**config.mk**
```make
export PLATFORM = sky130hd
export DESIGN_NAME = edma_channel
export DESIGN_NICKNAME = d
export VERILOG_FILES = /design/src/rtl/edma_pkg.sv /design/src/rtl/edma_drq_sync.sv /design/src/rtl/edma_hold_buf.sv /design/src/rtl/edma_regs.sv /design/src/rtl/edma_seq.sv /design/src/rtl/edma_channel.sv
export SDC_FILE = /design/constraint.sdc
export NUM_CORES = 1
export LEC_CHECK = 0
export BUFFER_PORTS_ARGS = -buffer_cell sky130_fd_sc_hd__clkbuf_2
export CORE_UTILIZATION = 50
export CTS_CLUSTER_DIAMETER = 100
export DETAILED_ROUTE_END_ITERATION = 6
export PLACE_DENSITY = 0.87
export SYNTH_ARGS = -nofsm -noshare
export SYNTH_HDL_FRONTEND = slang
export SYNTH_SLANG_ARGS = --single-unit
```
**constraint.sdc**
```tcl
create_clock -name clk -period 2.1 [get_ports clk]
set_input_delay 0 -clock clk [delete_from_list [all_inputs] [get_ports clk]]
set_output_delay 0 -clock clk [all_outputs]
set_load 0.05 [all_outputs]
```
**src/rtl/edma_pkg.sv**
```systemverilog
package edma_pkg;

    typedef enum logic [2:0] {
        SEQ_IDLE,
        SEQ_FLY,
        SEQ_RD,
        SEQ_WR,
        SEQ_REL
    } seq_state_e;

    typedef enum logic [1:0] {
        REG_CTRL  = 2'd0,
        REG_SRC   = 2'd1,
        REG_DST   = 2'd2,
        REG_COUNT = 2'd3
    } reg_sel_e;

    localparam int unsigned CTRL_EN_BIT   = 0;
    localparam int unsigned CTRL_MODE_BIT = 1;
    localparam int unsigned CTRL_DIR_BIT  = 2;
    localparam int unsigned CTRL_IRQ_BIT  = 3;

    typedef struct packed {
        logic en;
        logic m2m;
        logic tx;
    } chan_mode_t;

endpackage

```
**src/rtl/edma_drq_sync.sv**
```systemverilog
module edma_drq_sync #(
    parameter int unsigned STAGES = 2
) (
    input  logic clk,
    input  logic rst_n,
    input  logic drq_n_i,
    output logic req_o
);
    logic [STAGES-1:0] sync_d, sync_q;

    generate
        if (STAGES < 2) begin : g_single
            always_comb sync_d = drq_n_i;
        end else begin : g_chain
            always_comb sync_d = {sync_q[STAGES-2:0], drq_n_i};
        end
    endgenerate

    always_ff @(posedge clk or negedge rst_n) begin
        if (!rst_n) sync_q <= '1;
        else        sync_q <= sync_d;
    end

    assign req_o = ~sync_q[STAGES-1];

endmodule

```
**src/rtl/edma_hold_buf.sv**
```systemverilog
module edma_hold_buf #(
    parameter int unsigned DATA_W = 32
) (
    input  logic              clk,
    input  logic              rst_n,
    input  logic              load_i,
    input  logic [DATA_W-1:0] data_i,
    input  logic              drain_i,
    output logic              full_o,
    output logic [DATA_W-1:0] data_o
);
    typedef struct packed {
        logic              full;
        logic [DATA_W-1:0] word;
    } hold_t;

    hold_t h_d, h_q;

    always_comb begin
        h_d = h_q;
        if (load_i && !h_q.full) begin
            h_d.word = data_i;
            h_d.full = 1'b1;
        end
        if (drain_i) h_d.full = 1'b0;
    end

    always_ff @(posedge clk or negedge rst_n) begin
        if (!rst_n) h_q <= '0;
        else        h_q <= h_d;
    end

    assign full_o = h_q.full;
    assign data_o = h_q.word;


    hold_no_overwrite_chk: assert property (@(posedge clk) disable iff (!rst_n)
        load_i |-> !h_q.full);


    hold_drain_full_chk: assert property (@(posedge clk) disable iff (!rst_n)
        drain_i |-> h_q.full);


    hold_load_sets_chk: assert property (@(posedge clk) disable iff (!rst_n)
        load_i |=> (full_o && data_o == $past(data_i)));

endmodule

```
**src/rtl/edma_regs.sv**
```systemverilog
module edma_regs
    import edma_pkg::*;
#(
    parameter int unsigned ADDR_W    = 28,
    parameter int unsigned DATA_W    = 32,
    parameter int unsigned CNT_W     = 16,
    parameter int unsigned ADDR_STEP = 4
) (
    input  logic              clk,
    input  logic              rst_n,
    input  logic              cfg_we_i,
    input  logic [1:0]        cfg_sel_i,
    input  logic [DATA_W-1:0] cfg_wdata_i,
    output logic [DATA_W-1:0] cfg_rdata_o,
    input  logic              word_done_i,
    input  logic              seq_idle_i,
    output chan_mode_t        mode_o,
    output logic [ADDR_W-1:0] src_o,
    output logic [ADDR_W-1:0] dst_o,
    output logic              last_o,
    output logic              cnt_zero_o,
    output logic              irq_o
);
    localparam logic [ADDR_W-1:0] STEP  = ADDR_W'(ADDR_STEP);
    localparam logic [CNT_W-1:0]  ONE   = CNT_W'(1);

    typedef struct packed {
        logic              en;
        logic              m2m;
        logic              tx;
        logic              irq;
        logic [ADDR_W-1:0] src;
        logic [ADDR_W-1:0] dst;
        logic [CNT_W-1:0]  cnt;
    } regs_t;

    regs_t r_d, r_q;
    logic  wr_ctrl, irq_clr;

    assign wr_ctrl = cfg_we_i && (cfg_sel_i == REG_CTRL);
    assign irq_clr = wr_ctrl && cfg_wdata_i[CTRL_IRQ_BIT];

    always_comb begin
        r_d = r_q;
        if (cfg_we_i && !r_q.en) begin
            case (reg_sel_e'(cfg_sel_i))
                REG_CTRL: begin
                    r_d.en  = cfg_wdata_i[CTRL_EN_BIT];
                    r_d.m2m = cfg_wdata_i[CTRL_MODE_BIT];
                    r_d.tx  = cfg_wdata_i[CTRL_DIR_BIT];
                end
                REG_SRC:   r_d.src = cfg_wdata_i[ADDR_W-1:0];
                REG_DST:   r_d.dst = cfg_wdata_i[ADDR_W-1:0];
                REG_COUNT: r_d.cnt = cfg_wdata_i[CNT_W-1:0];
                default: ;
            endcase
        end
        if (irq_clr) r_d.irq = 1'b0;
        if (word_done_i) begin
            r_d.cnt = r_q.cnt - ONE;
            r_d.src = r_q.src + STEP;
            if (r_q.m2m) r_d.dst = r_q.dst + STEP;
            if (r_q.cnt == ONE) begin
                r_d.en  = 1'b0;
                r_d.irq = 1'b1;
            end
        end else if (r_q.en && (r_q.cnt == '0) && seq_idle_i) begin
            r_d.en  = 1'b0;
            r_d.irq = 1'b1;
        end
    end

    always_ff @(posedge clk or negedge rst_n) begin
        if (!rst_n) r_q <= '0;
        else        r_q <= r_d;
    end

    always_comb begin
        cfg_rdata_o = '0;
        case (reg_sel_e'(cfg_sel_i))
            REG_CTRL: begin
                cfg_rdata_o[CTRL_EN_BIT]   = r_q.en;
                cfg_rdata_o[CTRL_MODE_BIT] = r_q.m2m;
                cfg_rdata_o[CTRL_DIR_BIT]  = r_q.tx;
                cfg_rdata_o[CTRL_IRQ_BIT]  = r_q.irq;
            end
            REG_SRC:   cfg_rdata_o[ADDR_W-1:0] = r_q.src;
            REG_DST:   cfg_rdata_o[ADDR_W-1:0] = r_q.dst;
            REG_COUNT: cfg_rdata_o[CNT_W-1:0]  = r_q.cnt;
            default: ;
        endcase
    end

    assign mode_o     = '{en: r_q.en, m2m: r_q.m2m, tx: r_q.tx};
    assign src_o      = r_q.src;
    assign dst_o      = r_q.dst;
    assign last_o     = (r_q.cnt == ONE);
    assign cnt_zero_o = (r_q.cnt == '0);
    assign irq_o      = r_q.irq;


    cnt_step_chk: assert property (@(posedge clk) disable iff (!rst_n)
        word_done_i |=> (r_q.cnt == $past(r_q.cnt) - ONE));


    src_step_chk: assert property (@(posedge clk) disable iff (!rst_n)
        word_done_i |=> (r_q.src == $past(r_q.src) + STEP));


    block_end_chk: assert property (@(posedge clk) disable iff (!rst_n)
        (word_done_i && last_o) |=> (!r_q.en && irq_o));


    irq_sticky_chk: assert property (@(posedge clk) disable iff (!rst_n)
        (irq_o && !irq_clr) |=> irq_o);


    cfg_lock_chk: assert property (@(posedge clk) disable iff (!rst_n)
        (r_q.en && cfg_we_i && cfg_sel_i != REG_CTRL && !word_done_i)
        |=> ($stable(r_q.src) && $stable(r_q.dst) && $stable(r_q.cnt)));


    zero_count_chk: assert property (@(posedge clk) disable iff (!rst_n)
        (r_q.en && cnt_zero_o && seq_idle_i) |=> (!r_q.en && irq_o));

endmodule

```
**src/rtl/edma_seq.sv**
```systemverilog
module edma_seq
    import edma_pkg::*;
#(
    parameter int unsigned ADDR_W = 28,
    parameter int unsigned DATA_W = 32
) (
    input  logic              clk,
    input  logic              rst_n,
    input  chan_mode_t        mode_i,
    input  logic              req_i,
    input  logic              cnt_zero_i,
    input  logic              last_i,
    input  logic [ADDR_W-1:0] src_i,
    input  logic [ADDR_W-1:0] dst_i,
    input  logic [DATA_W-1:0] buf_data_i,
    output logic              word_done_o,
    output logic              buf_load_o,
    output logic              buf_drain_o,
    output logic              idle_o,
    output logic              dack_n_o,
    output logic              done_n_o,
    output logic [ADDR_W-1:0] mem_addr_o,
    output logic              mem_cs_n_o,
    output logic              mem_cs2_n_o,
    output logic              mem_rw_o,
    output logic [DATA_W-1:0] mem_wdata_o
);
    typedef struct packed {
        seq_state_e state;
    } seq_t;

    seq_t s_d, s_q;

    always_comb begin
        s_d = s_q;
        case (s_q.state)
            SEQ_IDLE: if (mode_i.en && !cnt_zero_i && req_i)
                          s_d.state = mode_i.m2m ? SEQ_RD : SEQ_FLY;
            SEQ_FLY:  s_d.state = SEQ_REL;
            SEQ_RD:   s_d.state = SEQ_WR;
            SEQ_WR:   s_d.state = SEQ_REL;
            SEQ_REL:  if (!req_i) s_d.state = SEQ_IDLE;
            default:  s_d.state = SEQ_IDLE;
        endcase
    end

    always_ff @(posedge clk or negedge rst_n) begin
        if (!rst_n) s_q <= '{state: SEQ_IDLE};
        else        s_q <= s_d;
    end

    always_comb begin
        dack_n_o    = 1'b1;
        done_n_o    = 1'b1;
        mem_addr_o  = '0;
        mem_cs_n_o  = 1'b1;
        mem_cs2_n_o = 1'b1;
        mem_rw_o    = 1'b1;
        mem_wdata_o = '0;
        word_done_o = 1'b0;
        buf_load_o  = 1'b0;
        buf_drain_o = 1'b0;
        case (s_q.state)
            SEQ_FLY: begin
                mem_addr_o  = src_i;
                mem_cs_n_o  = 1'b0;
                mem_rw_o    = mode_i.tx;
                dack_n_o    = 1'b0;
                done_n_o    = ~last_i;
                word_done_o = 1'b1;
            end
            SEQ_RD: begin
                mem_addr_o  = src_i;
                mem_cs_n_o  = 1'b0;
                mem_rw_o    = 1'b1;
                buf_load_o  = 1'b1;
            end
            SEQ_WR: begin
                mem_addr_o  = dst_i;
                mem_cs2_n_o = 1'b0;
                mem_rw_o    = 1'b0;
                mem_wdata_o = buf_data_i;
                dack_n_o    = 1'b0;
                done_n_o    = ~last_i;
                word_done_o = 1'b1;
                buf_drain_o = 1'b1;
            end
            default: ;
        endcase
    end

    assign idle_o = (s_q.state == SEQ_IDLE);


    dack_single_chk: assert property (@(posedge clk) disable iff (!rst_n)
        !dack_n_o |=> dack_n_o);


    no_restart_chk: assert property (@(posedge clk) disable iff (!rst_n)
        (!dack_n_o && req_i) |=> (mem_cs_n_o && mem_cs2_n_o));


    done_with_dack_chk: assert property (@(posedge clk) disable iff (!rst_n)
        !done_n_o |-> !dack_n_o);


    cs_exclusive_chk: assert property (@(posedge clk) disable iff (!rst_n)
        !mem_cs2_n_o |-> mem_cs_n_o);


    read_then_write_chk: assert property (@(posedge clk) disable iff (!rst_n)
        (!mem_cs_n_o && mode_i.m2m) |=> (!mem_cs2_n_o && !mem_rw_o));

endmodule

```
**src/rtl/edma_channel.sv**
```systemverilog
module edma_channel
    import edma_pkg::*;
#(
    parameter int unsigned ADDR_W      = 28,
    parameter int unsigned DATA_W      = 32,
    parameter int unsigned CNT_W       = 16,
    parameter int unsigned SYNC_STAGES = 2,
    parameter int unsigned ADDR_STEP   = 4
) (
    input  logic              clk,
    input  logic              rst_n,
    input  logic              cfg_we,
    input  logic [1:0]        cfg_sel,
    input  logic [DATA_W-1:0] cfg_wdata,
    output logic [DATA_W-1:0] cfg_rdata,
    output logic              irq,
    input  logic              drq_n,
    output logic              dack_n,
    output logic              done_n,
    output logic [ADDR_W-1:0] mem_addr,
    output logic              mem_cs_n,
    output logic              mem_cs2_n,
    output logic              mem_rw,
    output logic [DATA_W-1:0] mem_wdata,
    input  logic [DATA_W-1:0] mem_rdata
);
    chan_mode_t        mode;
    logic              req, word_done, seq_idle, last, cnt_zero;
    logic              buf_load, buf_drain, buf_full;
    logic [ADDR_W-1:0] src, dst;
    logic [DATA_W-1:0] buf_data;

    edma_drq_sync #(.STAGES(SYNC_STAGES)) i_sync (
        .clk     (clk),
        .rst_n   (rst_n),
        .drq_n_i (drq_n),
        .req_o   (req)
    );

    edma_regs #(
        .ADDR_W    (ADDR_W),
        .DATA_W    (DATA_W),
        .CNT_W     (CNT_W),
        .ADDR_STEP (ADDR_STEP)
    ) i_regs (
        .clk         (clk),
        .rst_n       (rst_n),
        .cfg_we_i    (cfg_we),
        .cfg_sel_i   (cfg_sel),
        .cfg_wdata_i (cfg_wdata),
        .cfg_rdata_o (cfg_rdata),
        .word_done_i (word_done),
        .seq_idle_i  (seq_idle),
        .mode_o      (mode),
        .src_o       (src),
        .dst_o       (dst),
        .last_o      (last),
        .cnt_zero_o  (cnt_zero),
        .irq_o       (irq)
    );

    edma_hold_buf #(.DATA_W(DATA_W)) i_hold (
        .clk     (clk),
        .rst_n   (rst_n),
        .load_i  (buf_load),
        .data_i  (mem_rdata),
        .drain_i (buf_drain),
        .full_o  (buf_full),
        .data_o  (buf_data)
    );

    edma_seq #(.ADDR_W(ADDR_W), .DATA_W(DATA_W)) i_seq (
        .clk         (clk),
        .rst_n       (rst_n),
        .mode_i      (mode),
        .req_i       (req),
        .cnt_zero_i  (cnt_zero),
        .last_i      (last),
        .src_i       (src),
        .dst_i       (dst),
        .buf_data_i  (buf_data),
        .word_done_o (word_done),
        .buf_load_o  (buf_load),
        .buf_drain_o (buf_drain),
        .idle_o      (seq_idle),
        .dack_n_o    (dack_n),
        .done_n_o    (done_n),
        .mem_addr_o  (mem_addr),
        .mem_cs_n_o  (mem_cs_n),
        .mem_cs2_n_o (mem_cs2_n),
        .mem_rw_o    (mem_rw),
        .mem_wdata_o (mem_wdata)
    );


    write_has_word_chk: assert property (@(posedge clk) disable iff (!rst_n)
        !mem_cs2_n |-> buf_full);


    start_needs_req_chk: assert property (@(posedge clk) disable iff (!rst_n)
        ($fell(mem_cs_n) && seq_idle == 1'b0) |-> $past(req));

endmodule

```
# After elaboration in Yosys (flattened, before gate mapping)
# Index checks and enable logic that the tools add are counted.
# word_totals
memories	0
output_inout_bits	98
register_bits	114
in_bits	70
wordCells	84
mem_bits_ro	0
ram_bits	0
latch_bits	0
# op_classes
mul	0
div	0
n_reduce_logical	24
n_eq_ne	10
n_mux	34
shifts	0
order_cmp	0
add_sub_neg	3
bitwise	2
# op_table
op	n
$mux 72	2
$mux 28	3
$add 28x3->28 const B	2
$pmux 28 s2	1
$pmux 12 s3	1
$mux 33	1
$mux 32	1
$pmux 12 s2	1
$eq 16x1->1 const B	1
$logic_not 16->1	1
$mux 16	1
$pmux 4 s4	1
$sub 16x1->16 const B	1
$mux 1	15
$mux 3	4
$pmux 3 s4	1
$logic_and 1x1->1	8
$reduce_and 2->1	4
$reduce_bool 2->1	4
$eq 3x2->1 const B	2
$eq 2x2->1 const B	2
$reduce_or 2->1	2
$eq 3x1->1 const B	1
$eq 3x3->1 const B	1
9 further kinds	12

# Logic depth before layout (Yosys ltp)
# depth
word_depth	6
ltp_mapped	8
ltp_nobuf	7

# Hierarchy
# A second synthesis with hierarchy kept.
# hier_totals
hier_cells	836
hier_area_um2	7733.7
# modules_own_cells
module	cells_per_inst	seq_area_each_um2	instances	area_each_um2
edma_regs	665	1901.8	1	5519.0
edma_hold_buf	72	825.8	1	1391.3
edma_seq	96	75.1	1	767.0
edma_drq_sync	3	52.6	1	56.3

# Least setup slack after synthesis
# Ideal clock, no wire load.
# synth_path
kind	register to register
startpoint	register i_seq.s_q[0] in the netlist's numbering
endpoint	register i_regs.r_q[0] in the netlist's numbering
arrival_time_ps	1971
path_stages_with_launch	7
setup_slack_ps	50
t_required_ps	2022
setup_time_ps	78
path_buffers	2
period_less_slack_ps	2050
cell_sequence	dfrtp_1 > and2b_1 > inv_1 > clkbuf_1 > buf_1 > o21ai_0 > a21oi_1
# synth_via
elab_chain_len	5
elab_cells_between_ends	8
cone_classes	eq/ne: 2; mux: 2; reduce/logical: 4
# synth_rtl
item	line_no	text
start: declaration	edma_seq.sv:32	seq_t s_d, s_q;
start signal: assignment	edma_seq.sv:48	if (!rst_n) s_q <= '{state: SEQ_IDLE};
$eq 3x1->1 or $eq 3x2->1 (tied branches)	edma_seq.sv:63	case (s_q.state)
$reduce_or 2->1 (no line) (*)	n/a	
$mux 1 (*)	edma_seq.sv:63	
$reduce_bool 2->1 (no line)	n/a	
$reduce_and 2->1 (no line)	n/a	
end signal: assignment	edma_regs.sv:75	else r_q <= r_d;
end: declaration	edma_regs.sv:37	regs_t r_d, r_q;
# Every way passes the cells marked *; elsewhere a longest branch is shown, timed or not.
# A chain may end at the register's enable or synchronous reset.

# Worst setup path in the final report
# layout_path
startpoint	register i_regs.r_q[9] in the netlist's numbering
endpoint	output done_n
# layout_via
elab_chain_len	3
# layout_rtl
item	line_no	text
$eq 16x1->1	edma_regs.sv:97	assign last_o = (r_q.cnt == ONE);
$not 1->1	edma_seq.sv:69, edma_seq.sv:84	
$mux 1	n/a	
end: declaration	edma_channel.sv:19	output logic done_n,
# No other way between the ends.

==> run metrics <==
Die H=approximately 120 um; Synth Warn #=0; Data arrival, critical path=about 2300 ps; CP Class=flip-flop to primary output; clk sinks=114; reg-to-reg startpoint=i_regs.r_q[9]; DRC Markers=7; Int Power=approximately 6.4 mW; Post-Route WL=~27000 um; DR WL/cell=about 21 um; register share of total power=0.310; setup violators final=1; worst hold-check path type=primary input to async pin; # diodes=0; clk_lat worst skew=about 430 ps; cell count after synthesis=roughly 840; Clock H-tree levels=4; Final TNS setup=-174.8 ps; via count=roughly 8k; Inst Count DP=1176; reg2reg path depth=6; Final WS setup=-174.8 ps; Clock transition at path regs=approximately 60 ps; Final Core Density=0.7402; vias per cell=between 6 and 7; CP delay by family, top=simple AND/OR/NAND/NOR gates; dpl hpwl=roughly 18000 um; violated checks=DRC, setup timing; unrepaired setup endpoints after global routing=yes; fin nets=1163; number of synthesized flops with an enable pin=0; Startpoint Class=flip-flop; router iterations before antenna repair=7; relative slew slack=0.6122; WP buf/inv=1; Root Buffer=clkbuf_16; crit path time final=approximately 2300 ps; most common cell after layout, fill and taps aside=nor2_1; Mean Syn Cell Area=roughly 8.7 um2; Worst-Margin Slew=between 500 and 600 ps; CP max FO=4; largest net degree at the start of global routing=46; CTS tree=done; CP max stage cell=or4_4; Placer Congestion=0.9888; Max IR drop VDD=~0.00070 V; commonest cells after routing, fill and taps aside=nor2_1, dfrtp_1, clkbuf_2, nand2_1, buf_4; All-Layer GR Usage=0.3563; final hold violation count=0; cell breakdown of the critical path=or4_4 -> or3_4 -> nor4_4 -> nand3_1 -> clkbuf_8; Synth Flop Type=dfrtp_1; Setup crit end kind=primary output; P_leak=around 4.8 nW; port buffer count=between 150 and 200; Async SR Flop Fraction=1.000; die width=approximately 120 um; post-route ant nets=0; initial antenna violation count=0; first-pass GRT wire length=40350 um; grt total ovfl=0; vias in the first global route=just under 8k; Switching Share=0.4049; fin cells=approximately 1.3k; total power=roughly 11 mW; RR Endpoint=i_seq.s_q[0]; pwr dens=~1000 nW/um2; slowest stage delay, CP=about 530 ps; sequential fraction of the synthesis area=0.3952; Yosys reg bits=114; CP required=~2100 ps; Core ar.=about 14000 um2; Iter 0 DRT Violations=approximately 1.1k; starting density of the core=0.5165; Synth cell types=between 70 and 80; clock share of power=0.275; # fillers=around 950; Cell Area, Synth=roughly 7200 um2; outcome=finished, violations left; Rows=43; num ports=between 150 and 200; Comb pwr share=0.415; Area Growth Syn to Fin=43.29%; Post-Place Setup Slack=-4.939 ps; Final period util=1.083; worst reg2reg setup slack=10 ps; cts bufs inserted=17; deepest clock path buffer count=2; Max Freq=roughly 440 MHz; die area=between 10000 and 15000 um2; clock skew=around 14 ps; Final Max Tran Viols=0; MaxCap Viol Count=0; Sw Pwr=~4.4 mW; layout cells sized above 1=0.2947
[layer usage]
layer / wire length, um / track usage / part of all wire / up-vias
met5: 0 / 0 / 0 / -
met2: 12410 / 0.5629 / 0.46 / 635
li1: - / - / - / 3549
met1: 9809 / 0.4310 / 0.36 / 3804
met4: 1730 / 0.2462 / 0.064 / 0
met3: 2996 / 0.08271 / 0.11 / 147
[what timing repair did]
action | CTS | global route
pin swaps | 1 | 1
resized for setup | 7 | 64
endpoints found under the setup margin | 7 | 53
buffers inserted | 1 | 3
cloned | 0 | 2
hold buffers | 63 | 0
endpoints found under the hold margin | 146 | 0
[flip-flops by register name (all words and copies together), names as in the netlist]
name           cells
i_regs.irq_o       1
i_sync.sync_q      2
i_seq.s_q          3
i_regs.dst_o      28
i_hold.full_o      1
i_hold.data_o     32
i_regs.mode_o      3
i_regs.r_q        16
i_regs.src_o      28
[through the flow]
stage	hold slack, ps	cell area, um2
6_report	129.2	10350
4_1_cts	143.0	10190
3_5_place_dp	36.74	8934
2_1_floorplan	-295.6	7237
3_3_place_gp	30.04	8934
5_1_grt	180.4	10350
[synth_stat cells (20+ instances only)]
| library cell | n | area share |
|---|---|---|
| a211oi_1 | 22 | 0.023 |
| a21oi_1 | 53 | 0.037 |
| a22oi_1 | 22 | 0.023 |
| and2_1 | 39 | 0.034 |
| and3_1 | 20 | 0.017 |
| clkbuf_1 | 34 | 0.018 |
| dfrtp_1 | 112 | 0.39 |
| mux2_2 | 34 | 0.053 |
| mux2i_1 | 26 | 0.036 |
| nand2_1 | 71 | 0.037 |
| nor2_1 | 126 | 0.065 |
| nor3_1 | 25 | 0.017 |
[power groups by stage]
stage	sequential [mW]	combinational, mW	clock (mW)
floorplan	3.11	2.64	0
global placement	3.25	4.08	0
detailed placement	3.30	4.16	0
CTS	3.27	4.28	2.95
global route	3.40	4.70	3.07
finish	3.34	4.47	2.96
[cell type report]
type / instances / area, um2 / area share
clock inverters: 13 / 163.9 / 0.01583
flip-flops and latches: 114 / 2859 / 0.2761
repair buffers: 295 / 2551 / 0.2464
well taps: 180 / 225.2 / 0.02175
multi-input cells: 638 / 4058 / 0.3919
clock buffers: 18 / 429.2 / 0.04145
inverters: 18 / 67.56 / 0.006526
[how the worst max path moves through the flow]
stage                               from             to  cells past startpoint
final                      i_regs.r_q[9]         done_n                      5
after global routing      i_regs.r_q[11]         done_n                      5
after CTS                 i_regs.r_q[11]         done_n                      5
after detailed placement  i_regs.r_q[11]   i_seq.s_q[0]                      5
after global placement    i_regs.r_q[11]   i_seq.s_q[0]                      5
after floorplan             i_seq.s_q[0]  i_regs.r_q[0]                      6
[cell families after synthesis]
kind of cell             after synthesis  synth area share
adder cells (fa/ha/maj)                9           0.01558
multiplexers                          60           0.08900
buffers and inverters                 86           0.05333
XOR/XNOR                               4          0.004849
AO/OA/AOI/OAI                        201            0.1957
other                                  1         0.0005190
AND/OR/NAND/NOR                      360            0.2459
flip-flops                           114            0.3952
Power figures use the tool's default switching activity.
